### src/rtl/extirq_pkg.sv
package extirq_pkg;
  typedef struct packed {
    logic setLatch;
    logic clrLatch;
  } latchCmd_t;
endpackage

### src/rtl/extirq_datapath.sv
module extirq_datapath
  import extirq_pkg::*;
#(
  parameter int PORT_W = 4,
  parameter int SYNC_STAGES = 2
) (
  input  logic              clk,
  input  logic              rstN,
  input  logic              irqPinN,
  input  logic [PORT_W-1:0] portPinN,
  input  logic              portIntEn,
  input  latchCmd_t         cmd,
  output logic              combinedN,
  output logic              fallEdge,
  output logic              latchQ
);
  localparam int NUM_SRC = PORT_W + 1;

  logic [NUM_SRC-1:0] rawN;
  logic [NUM_SRC-1:0] syncN;
  logic               prevN;

  assign rawN = {portPinN, irqPinN};

  for (genvar g = 0; g < NUM_SRC; g++) begin : g_sync
    logic [SYNC_STAGES-1:0] chain;
    always_ff @(posedge clk or negedge rstN) begin
      if (!rstN) chain <= '1;
      else       chain <= {chain[SYNC_STAGES-2:0], rawN[g]};
    end
    assign syncN[g] = chain[SYNC_STAGES-1];
  end

  assign combinedN = syncN[0] & (~portIntEn | (&syncN[NUM_SRC-1:1]));
  assign fallEdge  = prevN & ~combinedN;

  always_ff @(posedge clk or negedge rstN) begin
    if (!rstN) prevN <= 1'b1;
    else       prevN <= combinedN;
  end

  always_ff @(posedge clk or negedge rstN) begin
    if (!rstN)             latchQ <= 1'b0;
    else if (cmd.setLatch) latchQ <= 1'b1;
    else if (cmd.clrLatch) latchQ <= 1'b0;
  end
endmodule

### src/rtl/extirq_control.sv
module extirq_control
  import extirq_pkg::*;
(
  input  logic      fallEdge,
  input  logic      ack,
  input  logic      combinedN,
  input  logic      latchQ,
  input  logic      levelMode,
  input  logic      cpuMask,
  output latchCmd_t cmd,
  output logic      irqReq
);
  logic pending;

  always_comb begin
    cmd.setLatch = fallEdge;
    cmd.clrLatch = ack;
  end

  assign pending = latchQ | (levelMode & ~combinedN);
  assign irqReq  = pending & ~cpuMask;
endmodule

### src/rtl/extirq_req.sv
module extirq_req
  import extirq_pkg::*;
#(
  parameter int PORT_W = 4,
  parameter int SYNC_STAGES = 2
) (
  input  logic              clk,
  input  logic              rstN,
  input  logic              irqPinN,
  input  logic [PORT_W-1:0] portPinN,
  input  logic              portIntEn,
  input  logic              levelMode,
  input  logic              cpuMask,
  input  logic              ack,
  output logic              irqReq
);
  latchCmd_t cmd;
  logic      combinedN;
  logic      fallEdge;
  logic      latchQ;

  extirq_datapath #(.PORT_W(PORT_W), .SYNC_STAGES(SYNC_STAGES)) u_dp (
    .clk(clk), .rstN(rstN), .irqPinN(irqPinN), .portPinN(portPinN),
    .portIntEn(portIntEn), .cmd(cmd), .combinedN(combinedN),
    .fallEdge(fallEdge), .latchQ(latchQ)
  );

  extirq_control u_ctl (
    .fallEdge(fallEdge), .ack(ack), .combinedN(combinedN), .latchQ(latchQ),
    .levelMode(levelMode), .cpuMask(cpuMask), .cmd(cmd), .irqReq(irqReq)
  );
endmodule

### config.mk
export PLATFORM = sky130hd
export DESIGN_NAME = extirq_req
export DESIGN_NICKNAME = d
export VERILOG_FILES = /design/src/rtl/extirq_pkg.sv /design/src/rtl/extirq_datapath.sv /design/src/rtl/extirq_control.sv /design/src/rtl/extirq_req.sv
export SDC_FILE = /design/constraint.sdc
export NUM_CORES = 1
export LEC_CHECK = 0
export ABC_AREA = 1
export BUFFER_PORTS_ARGS = -buffer_cell sky130_fd_sc_hd__buf_4
export CAP_MARGIN = 20
export CORE_AREA = 2 2 39 41
export CTS_CLUSTER_SIZE = 10
export DETAILED_ROUTE_END_ITERATION = 10
export DIE_AREA = 0 0 41 43
export PLACE_DENSITY = 0.51
export SLEW_MARGIN = 20
export SYNTH_ARGS = -nofsm -noshare
export SYNTH_HDL_FRONTEND = slang
export SYNTH_HIERARCHICAL = 1
export SYNTH_SLANG_ARGS = --single-unit
export TNS_END_PERCENT = 5
### constraint.sdc
create_clock -name clk -period 1.6 [get_ports clk]
set_input_delay 0.08 -clock clk [delete_from_list [all_inputs] [get_ports clk]]
set_output_delay 0.08 -clock clk [all_outputs]
set_load 0.1 [all_outputs]
==> results of run 1 <==
kinds of logic after synthesis:
logic type,count (synthesis),share of synthesized area
DFF,12,0.802
and+or+nand+nor,4,0.0447
AOI/OAI and AO/OA,4,0.0767
buffers and inverters,6,0.0767
through the flow:
| stage | area [µm²] | utilization | hold WS [ns] | worst slack (ns) | TNS, ns |
|---|---|---|---|---|---|
| detailed placement | 487 | 0.352 | -0.0793 | 0.241 | 0 |
| floorplan | 399 | - | -0.216 | 0.240 | 0 |
| finish | 618 | 0.447 | 0.174 | 0.0551 | 0 |
| global placement | 487 | 0.352 | -0.0814 | 0.282 | 0 |
| global route | 618 | 0.447 | 0.192 | -0.0241 | -0.0241 |
| CTS | 593 | 0.429 | 0.0699 | 0.000937 | 0 |
worst paths after layout:
| path | startpoint | end | slack [ns] | cells past startpoint |
|---|---|---|---|---|
| max in group asynchronous | rstN | u_dp/g_sync[2].chain[0] | 1.20 | 2 |
| min | rstN | u_dp/latchQ | 0.17 | 2 |
| max reg2reg | u_dp/g_sync[2].chain[1] | u_dp/latchQ | 0.46 | 5 |
| min reg2reg | u_dp/g_sync[3].chain[0] | u_dp/g_sync[3].chain[1] | 0.36 | 0 |
| max | u_dp/g_sync[2].chain[1] | irqReq | 0.06 | 7 |
| min in group clk | portIntEn | u_dp/prevN | 0.22 | 4 |
layer usage:
layer,track usage,vias up,share of wire
met5,0,-,0
met4,0.0600,0,0
met3,0.0314,0,0.082
met2,0.0969,10,0.52
met1,0.107,115,0.40
li1,-,120,-
repair_timing:
item | in CTS | in global routing
hold buffers | 7 | 0
gates resized for setup | 3 | 4
endpoints found under the hold margin | 18 | 0
pin swaps | 0 | 5
setup endpoints to repair | 1 | 1
setup buffers | 0 | 2
state kept, by name, summed over array words and instances, names as in the netlist:
register and flops:
u_dp/latchQ 1, u_dp/g_sync.chain 10, u_dp/prevN 1
layout make-up:
type	count	area [µm²]
clock buffer	4	26.3
fill	127	766
inverter	4	15.0
multi-input combinational	8	62.6
sequential	12	314
tap	16	20.0
timing repair buffer	20	180
report_power, final:
group / internal [W] / leakage, nW / switching, W
logic: 0.0000472 / 0.130 / 0.0000394
clock network: 0.0000963 / 0.0150 / 0.0000852
registers: 0.000331 / 0.128 / 0.00000541
total: 0.000475 / 0.273 / 0.000130
synth_stat cells:
cell | number | share of area
dfstp_2 | 11 | 0.74
inv_1 | 4 | 0.038
nand2_1 | 3 | 0.029
buf_4 | 2 | 0.038
a21oi_1 | 1 | 0.013
a21oi_2 | 1 | 0.022
and2_1 | 1 | 0.016
dfrtp_1 | 1 | 0.064
o21ai_2 | 1 | 0.022
o21bai_1 | 1 | 0.019
==> flow_metrics.env, run 1 <==
export IMPL_status="completed"
export IMPL_p_total_w=0.000605
export IMPL_cts_root_buf="clkbuf_4"
export IMPL_p_per_area_mw_per_mm2=979
export IMPL_drtIter0Drc=1
export IMPL_io_buffers=11
export IMPL_cts_tree="built"
export IMPL_yosysWarnings=6
export IMPL_num_nets_final=60
export IMPL_antenna_cells=0
export IMPL_finalNonFillerCells=64
export IMPL_ir_drop_uv=366
export IMPL_layout_common_cells="buf_4 (12), dfstp_2 (11), dlygate4sd3_1 (7)"
export IMPL_cp_slowest_cell="dfstp_2"
export IMPL_drive_gt1_frac=0.688
export IMPL_ios=12
export IMPL_grt_pass1_vias=236
export IMPL_drc=0
export IMPL_grt_overflow=0
export IMPL_worstSetupPathType="flop to output pin"
export IMPL_clock_tree_buffer_depth=2
export IMPL_hp_class="input pin to asynchronous set/reset pin"
export IMPL_htreeDepth=1
export IMPL_core_area_mm2=0.00138
export IMPL_dieArea_mm2=0.00176
export IMPL_layout_commonest_cell="buf_4"
export IMPL_dieHeight_um=43
export IMPL_hold_viol=0
export IMPL_grt_pass1_wl_um=910
export IMPL_cp_start_kind="flop"
export IMPL_initial_core_util=0.283
export IMPL_dr_pass1_iters=2
export IMPL_crit_path_end_kind="output pin"
export IMPL_dp_cells=51
export IMPL_hpwl_um=368
export IMPL_slew_viol_final=0
export IMPL_row_count=14
export IMPL_path_clk_slew_ns=0.07
export IMPL_ys_ff_latch=12
export IMPL_clk_latency_ns=0.26
export IMPL_synthCells=26
export IMPL_grt_max_degree=13
export IMPL_period_share=0.966
export IMPL_cts_num_sinks=12
export IMPL_ys_types=10
export IMPL_cp_data_required_time_ns=1.52
export IMPL_area_growth_pct=57.8
export IMPL_arrival_ns=1.46
export IMPL_die_w_um=41
export IMPL_timing_fmax_ghz=0.647
export IMPL_synth_seq_area_share=0.802
export IMPL_syn_area_per_cell_um2=15.1
export IMPL_crit_top_cell="nand2_2"
export IMPL_grt_use_total=0.0789
export IMPL_cpLargestDelayFamily="flip-flops"
export IMPL_viasPerCell=3.83
export IMPL_vias=245
export IMPL_slew_headroom=0.906
export IMPL_worst_path_largest_cell_delay_ns=0.52
export IMPL_tightest_slew_ns=0.141
export IMPL_cp_max_fo=2
export IMPL_rsz0062_at_grt="true"
export IMPL_crit_buf_inv=2
export IMPL_cts_buffers=3
export IMPL_synthesis_area_um2=392
export IMPL_max_cap_violations=0
export IMPL_wirelength_um=515
export IMPL_antenna_left=0
export IMPL_antenna_found_initial=0
export IMPL_post_drt_wl_per_cell_um=8.05
export IMPL_leakagePower_nw=0.273
export IMPL_layout_min_cycle_time_ns=1.54
export IMPL_gp_congestion=0.579
export IMPL_setup_violations=0
export IMPL_critical_path_cell_chain="nand2_2 > o21ai_2 > and2_4 > inv_2 > nand2_2 > a21oi_4 > buf_12"
export IMPL_synth_fp_nets=37
export IMPL_finClkSkew_ns=0.00568
(Power assumes the default switching activity.)
==> inputs of run 2 (changes only) <==
--- a/config.mk
+++ b/config.mk
@@ -5,14 +5,13 @@
 export SDC_FILE = /design/constraint.sdc
 export NUM_CORES = 1
 export LEC_CHECK = 0
-export ABC_AREA = 1
 export BUFFER_PORTS_ARGS = -buffer_cell sky130_fd_sc_hd__buf_4
 export CAP_MARGIN = 20
 export CORE_AREA = 2 2 39 41
 export CTS_CLUSTER_SIZE = 10
 export DETAILED_ROUTE_END_ITERATION = 10
 export DIE_AREA = 0 0 41 43
-export PLACE_DENSITY = 0.51
+export PLACE_DENSITY = 0.5
 export SLEW_MARGIN = 20
 export SYNTH_ARGS = -nofsm -noshare
 export SYNTH_HDL_FRONTEND = slang
==> run 2 against run 1 <==
Worst hold slack worse by 0.082 ns; largest cell class unchanged; via count up 2.0%; sequential power about the same; design area up 1.6%; cell count down 4.7%; critical path type unchanged; sequential share of layout area down 0.81 points; synthesized cell count down 12%.
==> flow_metrics.env, run 2 <==
export IMPL_layout_common_cells="buf_4 (12), dfstp_2 (11), dlygate4sd3_1 (7)"
export IMPL_area_growth_pct=61.9
export IMPL_yosysMostFrequentCell="dfstp_2"
export IMPL_synthFlopType="dfstp_2"
export IMPL_p_total_w=0.000652
export IMPL_top_regs="u_dp/g_sync.chain x10, u_dp/latchQ x1, u_dp/prevN x1"
export IMPL_arrival_ns=1.45
export IMPL_slew_viol_final=0
export IMPL_synthArstFlopShare=1.00
export IMPL_yosys_top_cells_count="dfstp_2 (11), buf_4 (2), inv_1 (2)"
export IMPL_ys_types=11
export IMPL_core_area_mm2=0.00138
export IMPL_layout_commonest_cell="buf_4"
export IMPL_period_share=0.957
export IMPL_antenna_found_initial=0
export IMPL_cp_start_kind="flop"
export IMPL_pre_cts_ws_ns=0.123
export IMPL_dieArea_mm2=0.00176
export IMPL_setup_tns_ns=0
export IMPL_largest_reg_flops=10
export IMPL_ios=12
export IMPL_max_cap_violations=0
export IMPL_dr_pass1_iters=2
export IMPL_drive_gt1_frac=0.689
export IMPL_worstSetupPathType="flop to output pin"
export IMPL_ys_ff_latch=12
export IMPL_setup_slack_ns=0.0682
export IMPL_grt_pass1_vias=292
export IMPL_synth_edf_count=0
export IMPL_synthTopCellsByArea="dfstp_2 (75%), dfrtp_1 (6.5%), buf_4 (3.9%), a21oi_2 (2.3%), a31o_1 (2.3%)"
export IMPL_num_nets_final=57
export IMPL_tightest_slew_ns=0.143
export IMPL_hold_viol=0
export IMPL_status="completed"
export IMPL_cp_data_required_time_ns=1.52
export IMPL_dieHeight_um=43
export IMPL_grt_pass1_wl_um=979
export IMPL_vias=250
export IMPL_wirelength_um=557
export IMPL_hpwl_um=383
export IMPL_ir_drop_uv=436
export IMPL_cts_num_sinks=12
export IMPL_design_area_um2=628
export IMPL_cts_buffers=3
export IMPL_timing_fmax_ghz=0.653
export IMPL_grt_overflow=0
export IMPL_htreeDepth=1
export IMPL_cts_tree="built"
export IMPL_layout_min_cycle_time_ns=1.53
export IMPL_crit_path_end_kind="output pin"
export IMPL_grt_max_degree=13
export IMPL_p_per_area_mw_per_mm2=1040
export IMPL_place_area_um2=483
export IMPL_cts_root_buf="clkbuf_4"
export IMPL_die_w_um=41
export IMPL_clock_tree_buffer_depth=2
export IMPL_synthCells=23
export IMPL_leakagePower_nw=0.280
export IMPL_synth_fp_nets=34
export IMPL_slew_headroom=0.904
export IMPL_synth_top_area_frac=0.745
export IMPL_drc=0
export IMPL_syn_area_per_cell_um2=16.9
export IMPL_hp_class="input pin to flop"
export IMPL_initial_core_util=0.280
export IMPL_finClkSkew_ns=0.00152
export IMPL_antenna_left=0
export IMPL_antenna_cells=0
export IMPL_clk_latency_ns=0.26
export IMPL_seqCellArea_um2=314
export IMPL_yosysTopAreaCell="dfstp_2"
export IMPL_largest_register="u_dp/g_sync.chain"
export IMPL_gp_congestion=0.641
export IMPL_synth_seq_area_share=0.810
export IMPL_cp_max_fo=2
export IMPL_io_buffers=11
export IMPL_drtIter0Drc=1
export IMPL_path_clk_slew_ns=0.07
export IMPL_grt_use_total=0.0861
export IMPL_n_fill_cell=129
export IMPL_setup_violations=0
export IMPL_yosysWarnings=6
export IMPL_synthesis_area_um2=388
export IMPL_post_drt_wl_per_cell_um=9.13
export IMPL_multi_input_area_um2=70.1
export IMPL_viasPerCell=4.10
export IMPL_row_count=14
-- run 2: changes by cell type in the layout (fill, tap and decap cells not counted), sizes merged --
cell,change
a21oi,-1
a21o,+1
and2,-1
nand2b,+1
inv,-2
o21ai,-1
a21boi,+1
o21bai,-1
a31o,+1
nand4,+1
nor2b,+1
nand2,-3
-- run 2: where the power goes --
part | switching [W] | total, W | leakage, nW | internal [W]
registers | 0.00000602 | 0.000338 | 0.128 | 0.000332
logic | 0.0000400 | 0.0000886 | 0.131 | 0.0000486
clock network | 0.0000873 | 0.000225 | 0.0210 | 0.000138
total | 0.000133 | 0.000652 | 0.280 | 0.000518
-- run 2: cell families (layout without fill, tap and decap cells) --
family / count (synthesis) / count (layout) / share of synthesized area
flip-flops: 12 / 12 / 0.810
AO/OA/AOI/OAI: 4 / 4 / 0.0839
buffers and inverters: 4 / 26 / 0.0581
AND/OR/NAND/NOR: 3 / 3 / 0.0484
-- run 2: area by class of cell --
class,count,share of cell area
flip-flops and latches,12,0.500
repair buffers,20,0.287
multi-input cells,7,0.112
clock buffers,4,0.0578
well taps,16,0.0319
inverters,2,0.0120
-- run 2: critical path, cell delays in order, from the launching register on --
cell	delay, ns
dfstp_2	0.52
nand4_1	0.14
a21boi_2	0.17
nand2b_4	0.15
a21oi_4	0.05
buf_12	0.16
-- run 2: per-layer routing --
| metal | share of wire | GRT usage |
|---|---|---|
| met5 | 0 | 0 |
| met4 | 0 | 0.0600 |
| met3 | 0.077 | 0.0314 |
| met2 | 0.60 | 0.144 |
| met1 | 0.32 | 0.0790 |
-- run 2: worst paths after layout --
check	startpoint	endpoint	slack, ns	depth (start not counted)
setup reg to reg	u_dp/g_sync[2].chain[1]	u_dp/latchQ	0.32	4
setup / recovery	u_dp/g_sync[2].chain[1]	irqReq	0.07	5
max in group asynchronous	rstN	u_dp/g_sync[2].chain[1]	1.20	2
hold / removal	ack	u_dp/latchQ	0.09	3
hold reg to reg	u_dp/g_sync[3].chain[0]	u_dp/g_sync[3].chain[1]	0.36	0
min in group asynchronous	rstN	u_dp/latchQ	0.18	2
-- run 2: per-stage QoR --
| stage | instances | utilization | hold slack [ns] |
|---|---|---|---|
| after global placement | 48 | 0.349 | -0.0820 |
| after floorplan | 23 | - | -0.216 |
| after CTS | 59 | 0.437 | 0.0864 |
| final | 61 | 0.454 | 0.0923 |
| after detailed placement | 48 | 0.349 | -0.0797 |
| after global routing | 61 | 0.454 | 0.0889 |
-- run 2: repair_timing --
action,in CTS,in global routing
pin swaps,0,3
endpoints found under the hold margin,18,0
buffers inserted,0,2
endpoints found under the setup margin,1,1
resized for setup,4,2
hold buffers,7,0
==> inputs of run 3 (changes only) <==
--- a/config.mk
+++ b/config.mk
@@ -11,7 +11,8 @@
 export CTS_CLUSTER_SIZE = 10
 export DETAILED_ROUTE_END_ITERATION = 10
 export DIE_AREA = 0 0 41 43
-export PLACE_DENSITY = 0.5
+export GPL_ROUTABILITY_DRIVEN = 0
+export PLACE_DENSITY = 0.52
 export SLEW_MARGIN = 20
 export SYNTH_ARGS = -nofsm -noshare
 export SYNTH_HDL_FRONTEND = slang
==> constraint.sdc (replaced) <==
create_clock -name clk -period 1.3 [get_ports clk]
set_input_delay 0.065 -clock clk [delete_from_list [all_inputs] [get_ports clk]]
set_output_delay 0.065 -clock clk [all_outputs]
set_load 0.1 [all_outputs]
==> run 3 against run 2 <==
The run now ends with setup timing left; global-route usage barely moved; setup slack got worse by 0.29 ns; critical path depth stayed put; sequential share of layout area down 2.1 points; design area up 4.4%; sequential power is 23% higher; critical path type unchanged.
==> flow_metrics.env, run 3 (synthesis results as in run 2) <==
export IMPL_status="finished with violations"
export IMPL_violations="setup timing"
export IMPL_cts_buffers=3
export IMPL_io_buffers=11
export IMPL_hold_path_depth=3
export IMPL_largest_register="u_dp/g_sync.chain"
export IMPL_path_clk_slew_ns=0.07
export IMPL_dp_cells=49
export IMPL_layout_commonest_cell="buf_4"
export IMPL_cp_slowest_cell="dfstp_2"
export IMPL_top_regs="u_dp/g_sync.chain x10, u_dp/latchQ x1, u_dp/prevN x1"
export IMPL_reg2reg_depth=6
export IMPL_cp_max_fo=2
export IMPL_dieHeight_um=43
export IMPL_max_cap_violations=0
export IMPL_dieArea_mm2=0.00176
export IMPL_crit_buf_inv=1
export IMPL_antenna_found_initial=0
export IMPL_layout_min_cycle_time_ns=1.52
export IMPL_dr_pass1_iters=1
export IMPL_worst_path_largest_cell_delay_ns=0.51
export IMPL_r2r_slack_ns=-0.12
export IMPL_ir_drop_uv=651
export IMPL_post_drt_wl_per_cell_um=8.86
export IMPL_clock_tree_buffer_depth=2
export IMPL_grt_pass1_wl_um=966
export IMPL_grt_use_total=0.0862
export IMPL_largest_reg_flops=10
export IMPL_grt_max_degree=13
export IMPL_area_growth_pct=69.0
export IMPL_pre_cts_ws_ns=-0.0290
export IMPL_setup_slack_ns=-0.225
export IMPL_clk_latency_ns=0.26
export IMPL_cts_num_sinks=12
export IMPL_drive_gt1_frac=0.729
export IMPL_die_w_um=41
export IMPL_cts_tree="built"
export IMPL_n_fill_cell=130
export IMPL_grt_overflow=0
export IMPL_setup_violations=2
export IMPL_arrival_ns=1.46
export IMPL_cp_data_required_time_ns=1.24
export IMPL_cpLargestDelayFamily="flip-flops"
export IMPL_design_area_um2=656
export IMPL_ios=12
export IMPL_drc=0
export IMPL_cts_root_buf="clkbuf_4"
export IMPL_critical_path_cell_chain="nand4_1 > a21boi_2 > nand2b_4 > a21oi_4 > buf_12"
export IMPL_place_area_um2=498
export IMPL_finalNonFillerCells=64
export IMPL_worstReg2RegEnd="u_dp/latchQ"
export IMPL_vias=251
export IMPL_hpwl_um=383
export IMPL_p_per_area_mw_per_mm2=1240
export IMPL_wirelength_um=567
export IMPL_worstSetupPathType="flop to output pin"
export IMPL_drtIter0Drc=0
export IMPL_timing_fmax_ghz=0.656
export IMPL_rsz0062_at_grt="true"
export IMPL_finClkSkew_ns=0.00389
export IMPL_num_nets_final=60
export IMPL_antenna_left=0
export IMPL_slew_headroom=0.906
export IMPL_slew_viol_final=0
export IMPL_leakagePower_nw=0.298
export IMPL_hp_class="input pin to flop"
export IMPL_grt_pass1_vias=273
export IMPL_hp_start="ack"
export IMPL_core_area_mm2=0.00138
export IMPL_cp_start_kind="flop"
export IMPL_r2r_start="u_dp/g_sync[3].chain[1]"
export IMPL_period_share=1.17
export IMPL_antenna_cells=0
export IMPL_viasPerCell=3.92
export IMPL_tightest_slew_ns=0.141
export IMPL_layout_common_cells="buf_4 (14), dfstp_2 (11), dlygate4sd3_1 (6)"
export IMPL_hold_viol=0
export IMPL_row_count=14
export IMPL_whs_endpoint="u_dp/latchQ"
export IMPL_htreeDepth=1
export IMPL_initial_core_util=0.280
export IMPL_crit_path_end_kind="output pin"
## run 3: cell types whose count changed in the layout (fill, tap and decap cells not counted), sizes merged
cell,previous run,this run
dlygate4sd3,7,6
buf,13,17
## run 3: repair_timing
item	in CTS	in global routing
endpoints found under the hold margin	17	0
setup buffers	4	1
pin swaps	2	2
setup endpoints to repair	1	2
resized for setup	4	2
hold buffers	6	0
## run 3: layout make-up
class	instances	area [µm²]	share of cell area
Multi-Input combinational cell	7	70.1	0.107
Timing Repair Buffer	23	208	0.317
Clock buffer	4	36.3	0.0553
Inverter	2	7.51	0.0115
Tap cell	16	20.0	0.0305
Sequential cell	12	314	0.479
## run 3: worst max-delay path by stage
stage | from | end | depth (start not counted)
floorplan | u_dp/g_sync[4].chain[1] | irqReq | 4
global placement | u_dp/g_sync[3].chain[1] | irqReq | 5
detailed placement | u_dp/g_sync[1].chain[1] | irqReq | 5
CTS | u_dp/g_sync[3].chain[1] | irqReq | 5
global route | u_dp/g_sync[2].chain[1] | irqReq | 5
finish | u_dp/g_sync[3].chain[1] | irqReq | 5
## run 3: where the power goes
| part | total, W | leakage, nW | switching (W) | internal [W] |
|---|---|---|---|---|
| Clock | 0.000281 | 0.0210 | 0.000111 | 0.000170 |
| Sequential | 0.000415 | 0.128 | 0.00000717 | 0.000408 |
| Combinational | 0.000115 | 0.149 | 0.0000498 | 0.0000647 |
## run 3: layer usage
metal / GRT usage / up-vias / part of all wire
met5: 0 / - / 0
met1: 0.0828 / 117 / 0.36
met4: 0.0800 / 0 / 0
met2: 0.141 / 11 / 0.55
met3: 0.0157 / 0 / 0.085
li1: - / 123 / -
## run 3: worst min-delay path, cell delays in order
cell,delay [ns]
buf_4,0.11
inv_1,0.04
a21o_1,0.10
## run 3: per-stage QoR
stage	utilization	power, W	hold WS [ns]	setup TNS [ns]
after floorplan	-	0.000466	-0.231	0
after global placement	0.360	0.000500	-0.101	-0.0188
after detailed placement	0.360	0.000504	-0.0944	-0.0290
after CTS	0.463	0.000825	0.0775	-0.418
after global routing	0.474	0.000853	0.0794	-0.473
final	0.474	0.000811	0.0808	-0.341
